$ cat config.mk
export PLATFORM = sky130hd
export DESIGN_NAME = pcm_strobe_port
export DESIGN_NICKNAME = d
export VERILOG_FILES = /design/src/rtl/pcm_port_pkg.sv /design/src/rtl/pcm_port_sync.sv /design/src/rtl/pcm_port_ctrl.sv /design/src/rtl/pcm_port_datapath.sv /design/src/rtl/pcm_strobe_port.sv
export SDC_FILE = /design/constraint.sdc
export NUM_CORES = 1
export LEC_CHECK = 0
export BUFFER_PORTS_ARGS = -buffer_cell sky130_fd_sc_hd__buf_2
export CAP_MARGIN = 25
export CORE_AREA = 5 5 74 56
export DETAILED_ROUTE_END_ITERATION = 10
export DIE_AREA = 0 0 79 61
export PLACE_DENSITY = 0.8
export REMOVE_ABC_BUFFERS = 1
export SKIP_CTS_REPAIR_TIMING = 1
export SYNTH_ARGS = -nofsm -noshare
export SYNTH_HDL_FRONTEND = slang
export SYNTH_SLANG_ARGS = --single-unit
$ cat constraint.sdc
create_clock -name clk -period 1.4 [get_ports clk]
set_input_delay 0.14 -clock clk [delete_from_list [all_inputs] [get_ports clk]]
set_output_delay 0.14 -clock clk [all_outputs]
set_load 0.005 [all_outputs]
$ cat src/rtl/pcm_port_pkg.sv
package pcm_port_pkg;
  typedef struct packed {
    logic loadTx;
    logic shiftTx;
    logic sampleRx;
    logic rxDone;
  } portCtl_t;
endpackage

$ cat src/rtl/pcm_port_sync.sv
module pcm_port_sync #(
  parameter int WIDTH  = 3,
  parameter int STAGES = 2
) (
  input  logic             clk,
  input  logic             rstN,
  input  logic [WIDTH-1:0] din,
  output logic [WIDTH-1:0] dout
);
  logic [WIDTH-1:0] stage [STAGES];

  always_ff @(posedge clk) begin
    if (!rstN) begin
      for (int i = 0; i < STAGES; i++) stage[i] <= '0;
    end else begin
      stage[0] <= din;
      for (int i = 1; i < STAGES; i++) stage[i] <= stage[i-1];
    end
  end

  assign dout = stage[STAGES-1];
endmodule

$ cat src/rtl/pcm_port_ctrl.sv
module pcm_port_ctrl
  import pcm_port_pkg::*;
#(
  parameter int BITS = 8
) (
  input  logic     clk,
  input  logic     rstN,
  input  logic     bclkS,
  input  logic     strbS,
  output portCtl_t ctl,
  output logic     serOutEn,
  output logic     strobeDly
);
  localparam int CW = $clog2(BITS);
  localparam logic [CW-1:0] LAST = CW'(BITS - 1);

  logic bPrev, sPrev;
  logic riseE, fallE, sRise, sFall;
  logic [CW-1:0] bitCnt, dlyCnt;
  logic oeReg, dlyActive;

  assign riseE = bclkS & ~bPrev;
  assign fallE = ~bclkS & bPrev;
  assign sRise = strbS & ~sPrev;
  assign sFall = ~strbS & sPrev;

  always_comb begin
    ctl.loadTx   = sRise;
    ctl.shiftTx  = riseE & strbS & ~sRise;
    ctl.sampleRx = fallE & strbS;
    ctl.rxDone   = fallE & strbS & (bitCnt == LAST);
  end

  always_ff @(posedge clk) begin
    if (!rstN) begin
      bPrev     <= 1'b0;
      sPrev     <= 1'b0;
      bitCnt    <= '0;
      dlyCnt    <= '0;
      oeReg     <= 1'b0;
      dlyActive <= 1'b0;
    end else begin
      bPrev <= bclkS;
      sPrev <= strbS;
      oeReg <= strbS;
      if (sRise || sFall) bitCnt <= '0;
      else if (ctl.sampleRx) bitCnt <= (bitCnt == LAST) ? '0 : bitCnt + 1'b1;
      if (sFall) begin
        dlyActive <= 1'b1;
        dlyCnt    <= '0;
      end else if (dlyActive && riseE) begin
        if (dlyCnt == LAST) dlyActive <= 1'b0;
        else dlyCnt <= dlyCnt + 1'b1;
      end
    end
  end

  assign serOutEn  = oeReg;
  assign strobeDly = dlyActive;

  AST_SHIFT_IN_SLOT: assert property (@(posedge clk) disable iff (!rstN)
    ctl.shiftTx |-> serOutEn);
  AST_DLY_APART: assert property (@(posedge clk) disable iff (!rstN)
    strobeDly |-> !serOutEn);
endmodule

$ cat src/rtl/pcm_port_datapath.sv
module pcm_port_datapath
  import pcm_port_pkg::*;
#(
  parameter int              BITS       = 8,
  parameter logic [BITS-1:0] QUIET_CODE = '1
) (
  input  logic            clk,
  input  logic            rstN,
  input  portCtl_t        ctl,
  input  logic            dataS,
  input  logic [BITS-1:0] txByte,
  input  logic            quietEn,
  output logic            serOut,
  output logic [BITS-1:0] rxByte,
  output logic            rxValid
);
  logic [BITS-1:0] txShift, rxShift;

  always_ff @(posedge clk) begin
    if (!rstN) begin
      txShift <= '0;
      rxShift <= '0;
      rxByte  <= '0;
      rxValid <= 1'b0;
    end else begin
      if (ctl.loadTx) txShift <= quietEn ? QUIET_CODE : txByte;
      else if (ctl.shiftTx) txShift <= {txShift[BITS-2:0], 1'b0};
      if (ctl.sampleRx) rxShift <= {rxShift[BITS-2:0], dataS};
      if (ctl.rxDone) rxByte <= {rxShift[BITS-2:0], dataS};
      rxValid <= ctl.rxDone;
    end
  end

  assign serOut = txShift[BITS-1];

  AST_VALID_PULSE: assert property (@(posedge clk) disable iff (!rstN)
    rxValid |=> !rxValid);
endmodule

$ cat src/rtl/pcm_strobe_port.sv
module pcm_strobe_port
  import pcm_port_pkg::*;
#(
  parameter int              BITS       = 8,
  parameter logic [BITS-1:0] QUIET_CODE = '1
) (
  input  logic            clk,
  input  logic            rstN,
  input  logic            bitClk,
  input  logic            strobe,
  input  logic            serIn,
  input  logic [BITS-1:0] txByte,
  input  logic            quietEn,
  output logic            serOut,
  output logic            serOutEn,
  output logic [BITS-1:0] rxByte,
  output logic            rxValid,
  output logic            strobeDly
);
  logic [2:0] rawIn, syncIn;
  portCtl_t   ctl;

  assign rawIn = {bitClk, strobe, serIn};

  pcm_port_sync #(.WIDTH(3), .STAGES(2)) u_sync (
    .clk(clk), .rstN(rstN), .din(rawIn), .dout(syncIn)
  );

  pcm_port_ctrl #(.BITS(BITS)) u_ctrl (
    .clk(clk), .rstN(rstN), .bclkS(syncIn[2]), .strbS(syncIn[1]),
    .ctl(ctl), .serOutEn(serOutEn), .strobeDly(strobeDly)
  );

  pcm_port_datapath #(.BITS(BITS), .QUIET_CODE(QUIET_CODE)) u_dp (
    .clk(clk), .rstN(rstN), .ctl(ctl), .dataS(syncIn[0]),
    .txByte(txByte), .quietEn(quietEn), .serOut(serOut),
    .rxByte(rxByte), .rxValid(rxValid)
  );

  AST_QUIET_FIRST: assert property (@(posedge clk) disable iff (!rstN)
    ($rose(serOutEn) && $past(quietEn)) |-> (serOut == QUIET_CODE[BITS-1]));
  AST_VALID_AFTER_SLOT: assert property (@(posedge clk) disable iff (!rstN)
    rxValid |-> $past(serOutEn));
endmodule

Word-level counts from Yosys, hierarchy flattened
Memories as Yosys holds them, arrays and structs flattened.
Index checks and enable logic that the tools add are counted.

word-level totals
  memories = 1
  latch bits = 0
  output and inout bits = 12
  ROM bits = 0
  input port bits = 14
  flip-flop bits (word level) = 33
  memory bits (writable) = 6

memory list
  name          words  width  rd ports  clocked after memory_dff  wr ports  RTL line             RTL
  u_sync.stage  2      3      2         0                         2         pcm_port_sync.sv:10  logic [WIDTH-1:0] stage [STAGES];

cells by class
  reductions and logical operators = 9
  shifts and indexed selects = 0
  divide/modulo/power cells = 0
  $add $sub $neg = 2
  bitwise operators = 17
  order comparisons = 0
  multipliers = 0
  equal/unequal tests = 2
  mux-type cells = 11

operator list
  operator                                      number
  2-to-1 mux 8 bit                              3
  2-to-1 mux 3 bit                              3
  AND 1 bit                                     8
  NOT 1 bit                                     7
  adder 3 x 1 -> 3 bit (second input constant)  2
  equality test 3 bit (second input constant)   2
  nonzero test 2 bit                            3
  2-to-1 mux 1 bit                              5
  AND reduction 2 bit                           2
  OR reduction 2 bit                            2
  bitwise OR 1 bit                              2
  logical AND 1 bit                             1
  logical OR 1 bit                              1

Depth between registers and ports, before layout
Gate-level depths: netlist of run 1.

  depth in word-level cells = 6
  depth in mapped cells = 6

By module
From an unflattened synthesis of run 1, not the netlist that was laid out.

second synthesis, totals
  cell total of the unflattened synthesis = 142
  area total of the unflattened synthesis = 1657.8 sq um

modules (own cells, without submodules)
  module             times used  sequential area each (sq um)  area an instance (sq um)  cells each
  pcm_port_datapath  1           480.5                         987.2                     80
  pcm_port_ctrl      1           180.2                         490.5                     47
  pcm_port_sync      1           120.1                         180.2                     15

Worst setup path after synthesis of run 1
Ideal clock, no wire load.

  kind = reg2reg
  start = register u_ctrl.dlyCnt[0]
  end = register u_ctrl.dlyCnt[1]
  cell stages (with the launch flop) = 6
  path buffers = 0
  setup slack = 33 ps
  data arrival time = 1252 ps
  clock period less this slack = 1367 ps
  cell sequence = dfxtp_1 ha_1 ha_1 and4bb_1 mux2i_1 nor2_1

between the ends
  word-level cells in the longest chain between the ends = 3

ends and longest elaborated chain
  item                                                                          RTL line             RTL
  start: declaration                                                            pcm_port_ctrl.sv:19  logic [CW-1:0] bitCnt, dlyCnt;
  start signal: assignment                                                      pcm_port_ctrl.sv:53  else dlyCnt <= dlyCnt + 1'b1;
  parallel branches: the longest is 3 deep, another holds adder 3 x 1 -> 3 bit  n/a

Several ways; the timed one is not identified.
A chain may end at the register's enable or synchronous reset.

Worst setup path in the final report of run 1
  start = register u_ctrl.dlyCnt[0]
  end = register u_ctrl.dlyCnt[2]

The elaborated chain is that of the path after synthesis.

==> results.yml, run 1 <==
synth:
  synth_edf_count: 0
  ys_warn_count: 0
  synthTopCellsByArea: "dfxtp_1 50%, mux2i_1 12%, ha_1 4.8%"
  synth_area_um2: 1560
  synthArstFlopShare_pct: 0
  syn_inst: 151
  synth_top_area_share_pct: 50.04
  ys_seq_elements: 39
  yosysMostFrequentCell: "dfxtp_1"
  synth_flop_cell: "dfxtp_1"
  ys_top_cells_by_count: "39 x dfxtp_1, 18 x mux2i_1, 17 x nand2_1, 15 x nor2_1, 8 x o21ai_2"
  synth_top_area_cell: "dfxtp_1"
  synth_cell_types: 29
  synth_seq_area_share_pct: 50.04
  syn_area_per_cell_um2: 10.33
clock_tree:
  clk_path_buf_depth: 2
  cts_tree: "done"
  clock_latency_ps: 290
  cts_buffers: 5
  ctsRootBufferMaster: "clkbuf_8"
  cts.clk_slew.worst_paths_ps: 80
  numClockSinks: 39
  cts_max_level: 2
grt:
  antenna_found_initial: 0
  grt_pass1_wl_um: 4823
  overflow: 0
  first_global_vias: 1136
  grt_max_degree: 26
  track_usage_pct: 13.14
worst_setup_path:
  path_class: "reg -> reg"
  cpMaxStageDelayCell: "and4bb_2"
  end_kind: "flop"
  crit_path_max_fanout: 3
  worstPathCellList: "ha_4, ha_4, and4bb_2, mux2i_1, nor2_1"
  crit_arrival_ps: 1560
  cpPeakStageDelay_ps: 350
  start_kind: "flop"
  critPathTopFamily: "simple AND/OR/NAND/NOR gates"
  required_ps: 1590
  crit_buf_inv: 0
  cpMostUsedCell: "ha_4"
power:
  vdd_drop_max_v: 0.0005849
  p_total_mw: 2.188
  leakagePower_nw: 0.8802
  p_per_area_nw_per_um2: 1148
floorplan:
  start_util_pct: 46.50
  core_area_um2: 3356
  dieArea_um2: 4819
  ios: 26
  rows: 18
  die_h_um: 61
  fp.dieW_um: 79
sta:
  finalCriticalPeriod_ps: 1372
  fmax_mhz: 729.0
  maxSlewViolCount: 0
  hold_slack_ps: 48.83
  skew_ps: 7.231
  worst_pin_slew_ps: 347.9
  post-route-period-util_pct: 97.98
  setup_viol: 0
  relSlewSlack_pct: 76.81
  rsz0062_at_grt: "true"
  finalHoldViolCount: 0
final_layout:
  n_antenna_cell: 0
  final_core_util_pct: 56.79
  area_delta_synth_final_pct: 22.13
  layout-drive-gt1-share_pct: 30.77
  layout.nets: 201
drt:
  ant_nets: 0
  first_pass_iters: 4
  viasPerCell: 5.095
  first_iter_violations: 48
  drc: 0
  wire_per_inst_um: 12.91
  vias: 1131
  drt_wl_total_um: 2865
place:
  dp_hpwl_um: 2089
  numPortBuffers: 25
  gp_congestion: 0.7703
run_status:
  outcome: "finished, final reports clean"
flow_run:
  max-cap-violations: 0
min_path:
  holdCritPathClass: "in -> reg"
==> layout make-up <==
type,count,area (µm²)
clock inverter,2,35.03
fill,297,1450
sequential,39,783.3
timing repair buffer,31,195.2
clock buffer,6,82.58
inverter,3,11.26
multi-input combinational,101,748.2
tap,40,50.05
==> per-layer routing <==
| metal | track usage [%] | routed length, µm | up-vias |
|---|---|---|---|
| li1 | - | - | 582 |
| met1 | 14.76 | 1322 | 522 |
| met4 | 7.353 | 42 | 0 |
| met2 | 22.54 | 1340 | 21 |
| met5 | 0 | 0 | - |
| met3 | 4.303 | 159 | 6 |
==> cells by family after synthesis <==
kind of cell | synth area share (%)
flip-flops | 50.04
buffers and inverters | 3.608
AND/OR/NAND/NOR | 17.80
AO/OA/AOI/OAI | 11.63
adder cells (fa/ha/maj) | 4.811
XOR/XNOR | 0.5614
multiplexers | 11.55
==> layout by cell type (no fill, tap or decap), types with 3 or more instances in the layout <==
master    synthesis  final
ha_1              6      4
clkbuf_8          0      6
dfxtp_1          39     37
mux2i_1          18     18
nand2b_1          3      3
nand2_1          17     17
o221ai_1          7      7
nor2_1           15     15
and2_1            7      7
buf_2             3     25
buf_4             1      4
nand3_1           7      7
o21ai_2           8      8
==> state kept, by name, summed over array words and instances (netlist names) <==
register	flops
u_ctrl.dlyCnt	3
u_ctrl.bitCnt	3
u_dp.rxByte	8
u_sync.stage	6
u_dp.rxValid	1
u_dp.txShift	8
u_ctrl.strobeDly	1
u_dp.rxShift	7
u_ctrl.bPrev	1
u_ctrl.sPrev	1
==> report_power, final <==
| part | switching (mW) | internal, mW |
|---|---|---|
| clock network | 0.377 | 0.576 |
| registers | 0.00846 | 1.12 |
| logic | 0.0545 | 0.0473 |
| total | 0.440 | 1.75 |
==> path summary, 6_finish.rpt <==
kind                                                     from                             to  slack (ps)  depth (start not counted)
worst max register to register  u_ctrl.dlyCnt[0]$_SDFFE_PP0P_  u_ctrl.dlyCnt[2]$_SDFFE_PP0P_          30                          5
worst min register to register  u_sync.stage[0][2]$_SDFF_PN0_  u_sync.stage[0][5]$_SDFF_PN0_         440                          1
worst min-delay path                                    serIn  u_sync.stage[0][0]$_SDFF_PN0_          50                          2
worst max-delay path            u_ctrl.dlyCnt[0]$_SDFFE_PP0P_  u_ctrl.dlyCnt[2]$_SDFFE_PP0P_          30                          5
==> stage by stage <==
step | setup TNS (ps) | worst slack (ps) | std cells | cell area (µm²)
after global routing | -61.16 | -35.84 | 222 | 1906
after global placement | 0 | 21.86 | 214 | 1760
after floorplan | -388.5 | -51.46 | 143 | 1515
final | 0 | 28.24 | 222 | 1906
after CTS | -214.2 | -100.1 | 222 | 1878
after detailed placement | -191.6 | -96.36 | 214 | 1760
No activity file was read; power rests on OpenSTA's default activity.
==> run 2, diff against run 1 <==
Settings changed: CORE_AREA 5 5 74 56 to 5 5 72 54, CTS_BUF_LIST set to sky130_fd_sc_hd__clkbuf_4 sky130_fd_sc_hd__clkbuf_8, DIE_AREA 0 0 79 61 to 0 0 77 59, PLACE_DENSITY 0.8 to 0.85.
==> run 2 against run 1 <==
  * Global-route usage is 0.94 points higher
  * Worst hold slack better by 16 ps
  * Clock power is 15% lower
  * Cell count is 0.45% higher
  * Sequential share of layout area is 0.17 points higher
  * Power is 6.7% lower
  * Wire length is 3.1% higher
  * Clock skew is 5.4 ps lower
  * Non-clock buffer count is 3 higher
  * Design area is 0.26% lower
==> results.yml, run 2 (synthesis results as in run 1) <==
run_status:
  outcome: "finished, final reports clean"
sta:
  fmax_mhz: 720.0
  finalCriticalPeriod_ps: 1389
  finalHoldViolCount: 0
  maxSlewViolCount: 0
  relSlewSlack_pct: 75.87
  setup_slack_ps: 11.15
  post-route-period-util_pct: 99.20
  rsz0062_at_grt: "true"
  skew_ps: 1.793
  setup_viol: 0
  worst_pin_slew_ps: 361.1
worst_setup_path:
  start_kind: "flop"
  path_class: "reg -> reg"
  crit_path_max_fanout: 3
  end_kind: "flop"
  required_ps: 1570
  crit_arrival_ps: 1560
flow_run:
  max-cap-violations: 0
clock_tree:
  clk_path_buf_depth: 2
  ctsRootBufferMaster: "clkbuf_8"
  cts.clk_slew.worst_paths_ps: 70
  cts_buffers: 5
  cts_max_level: 2
  cts_tree: "done"
  clock_latency_ps: 280
  numClockSinks: 39
floorplan:
  fp.dieW_um: 77
  dieArea_um2: 4543
  core_area_um2: 3084
  rows: 17
  die_h_um: 59
  ios: 26
  start_util_pct: 50.59
final_layout:
  final_cell_area_um2: 1901
  final_cell_mix: "36 x dfxtp_1, 25 x buf_2, 18 x mux2i_1"
  reg_top3: "u_dp.rxByte (8), u_dp.txShift (8), u_dp.rxShift (7)"
  area_delta_synth_final_pct: 21.81
  layout.nets: 204
  n_antenna_cell: 0
  layout-drive-gt1-share_pct: 32.43
  final_common_cell: "dfxtp_1"
grt:
  antenna_found_initial: 0
  grt_pass1_wl_um: 5092
  grt_max_degree: 26
  first_global_vias: 1200
  track_usage_pct: 14.08
  overflow: 0
drt:
  first_pass_iters: 4
  drc: 0
  wire_per_inst_um: 13.25
  viasPerCell: 5.229
  vias: 1166
  drt_wl_total_um: 2954
  first_iter_violations: 42
  ant_nets: 0
place:
  numPortBuffers: 25
  gp_congestion: 0.7608
  place_worst_setup_slack_ps: -90.13
  dp_hpwl_um: 2187
  dpl_cell_area_um2: 1753
power:
  leakagePower_nw: 0.8869
  p_per_area_nw_per_um2: 1074
  vdd_drop_max_v: 0.0006514
min_path:
  holdCritPathClass: "in -> reg"
-- run 2: cell count changes in the layout (fill, tap and decap cells not counted) --
cell and delta:
clkinv_2 -1, clkbuf_8 +1, bufinv_16 -1, buf_12 -1, dfxtp_1 -1, clkbuf_4 +1
dfxtp_2 +1, buf_4 +4
-- run 2: final timing paths --
path | startpoint | endpoint | slack, ps | cells after the start
max | u_ctrl.dlyCnt[0]$_SDFFE_PP0P_ | u_ctrl.dlyCnt[1]$_SDFFE_PP0P_ | 10 | 5
min | serIn | u_sync.stage[0][0]$_SDFF_PN0_ | 70 | 2
max reg2reg | u_ctrl.dlyCnt[0]$_SDFFE_PP0P_ | u_ctrl.dlyCnt[1]$_SDFFE_PP0P_ | 10 | 5
min reg2reg | u_sync.stage[0][2]$_SDFF_PN0_ | u_sync.stage[0][5]$_SDFF_PN0_ | 430 | 1
-- run 2: power by group --
part,switching [mW],internal (mW)
Clock,0.340,0.468
Combinational,0.0543,0.0460
Sequential,0.00836,1.12
Total,0.403,1.64
-- run 2: layout make-up --
| type | instances | area [µm²] |
|---|---|---|
| clock buffers | 8 | 103.9 |
| inverters | 3 | 11.26 |
| repair buffers | 34 | 205.2 |
| multi-input cells | 101 | 748.2 |
| fillers | 239 | 1184 |
| flip-flops and latches | 39 | 784.5 |
| well taps | 38 | 47.55 |
-- run 2: through the flow --
| stage | TNS (ps) | cells | total power, mW | hold slack (ps) | util (%) |
|---|---|---|---|---|---|
| 2_1_floorplan | -388.5 | 143 | 1.202 | 257.6 | - |
| 3_3_place_gp | 0 | 213 | 1.253 | 347.3 | 56.84 |
| 3_5_place_dp | -182.9 | 213 | 1.259 | 351.6 | 56.84 |
| 4_1_cts | -272.0 | 221 | 2.067 | 57.34 | 60.20 |
| 5_1_grt | -45.12 | 223 | 2.129 | 76.94 | 61.62 |
| 6_report | 0 | 223 | 2.042 | 65.01 | 61.62 |
-- run 2: per-layer routing --
metal	GRT usage (%)	share of wire [%]	wire length, µm	vias to the layer above
met5	0	0	0	-
met3	3.647	4.6	137	6
met4	7.353	1.8	52	0
met1	14.77	42	1226	548
met2	26.36	52	1538	27
li1	-	-	-	585
-- run 2: critical path: stages, from the launching register on --
cell	delay (ps)
dfxtp_2	340
ha_4	160
ha_4	160
and4bb_2	350
mux2i_1	220
nor2_1	60
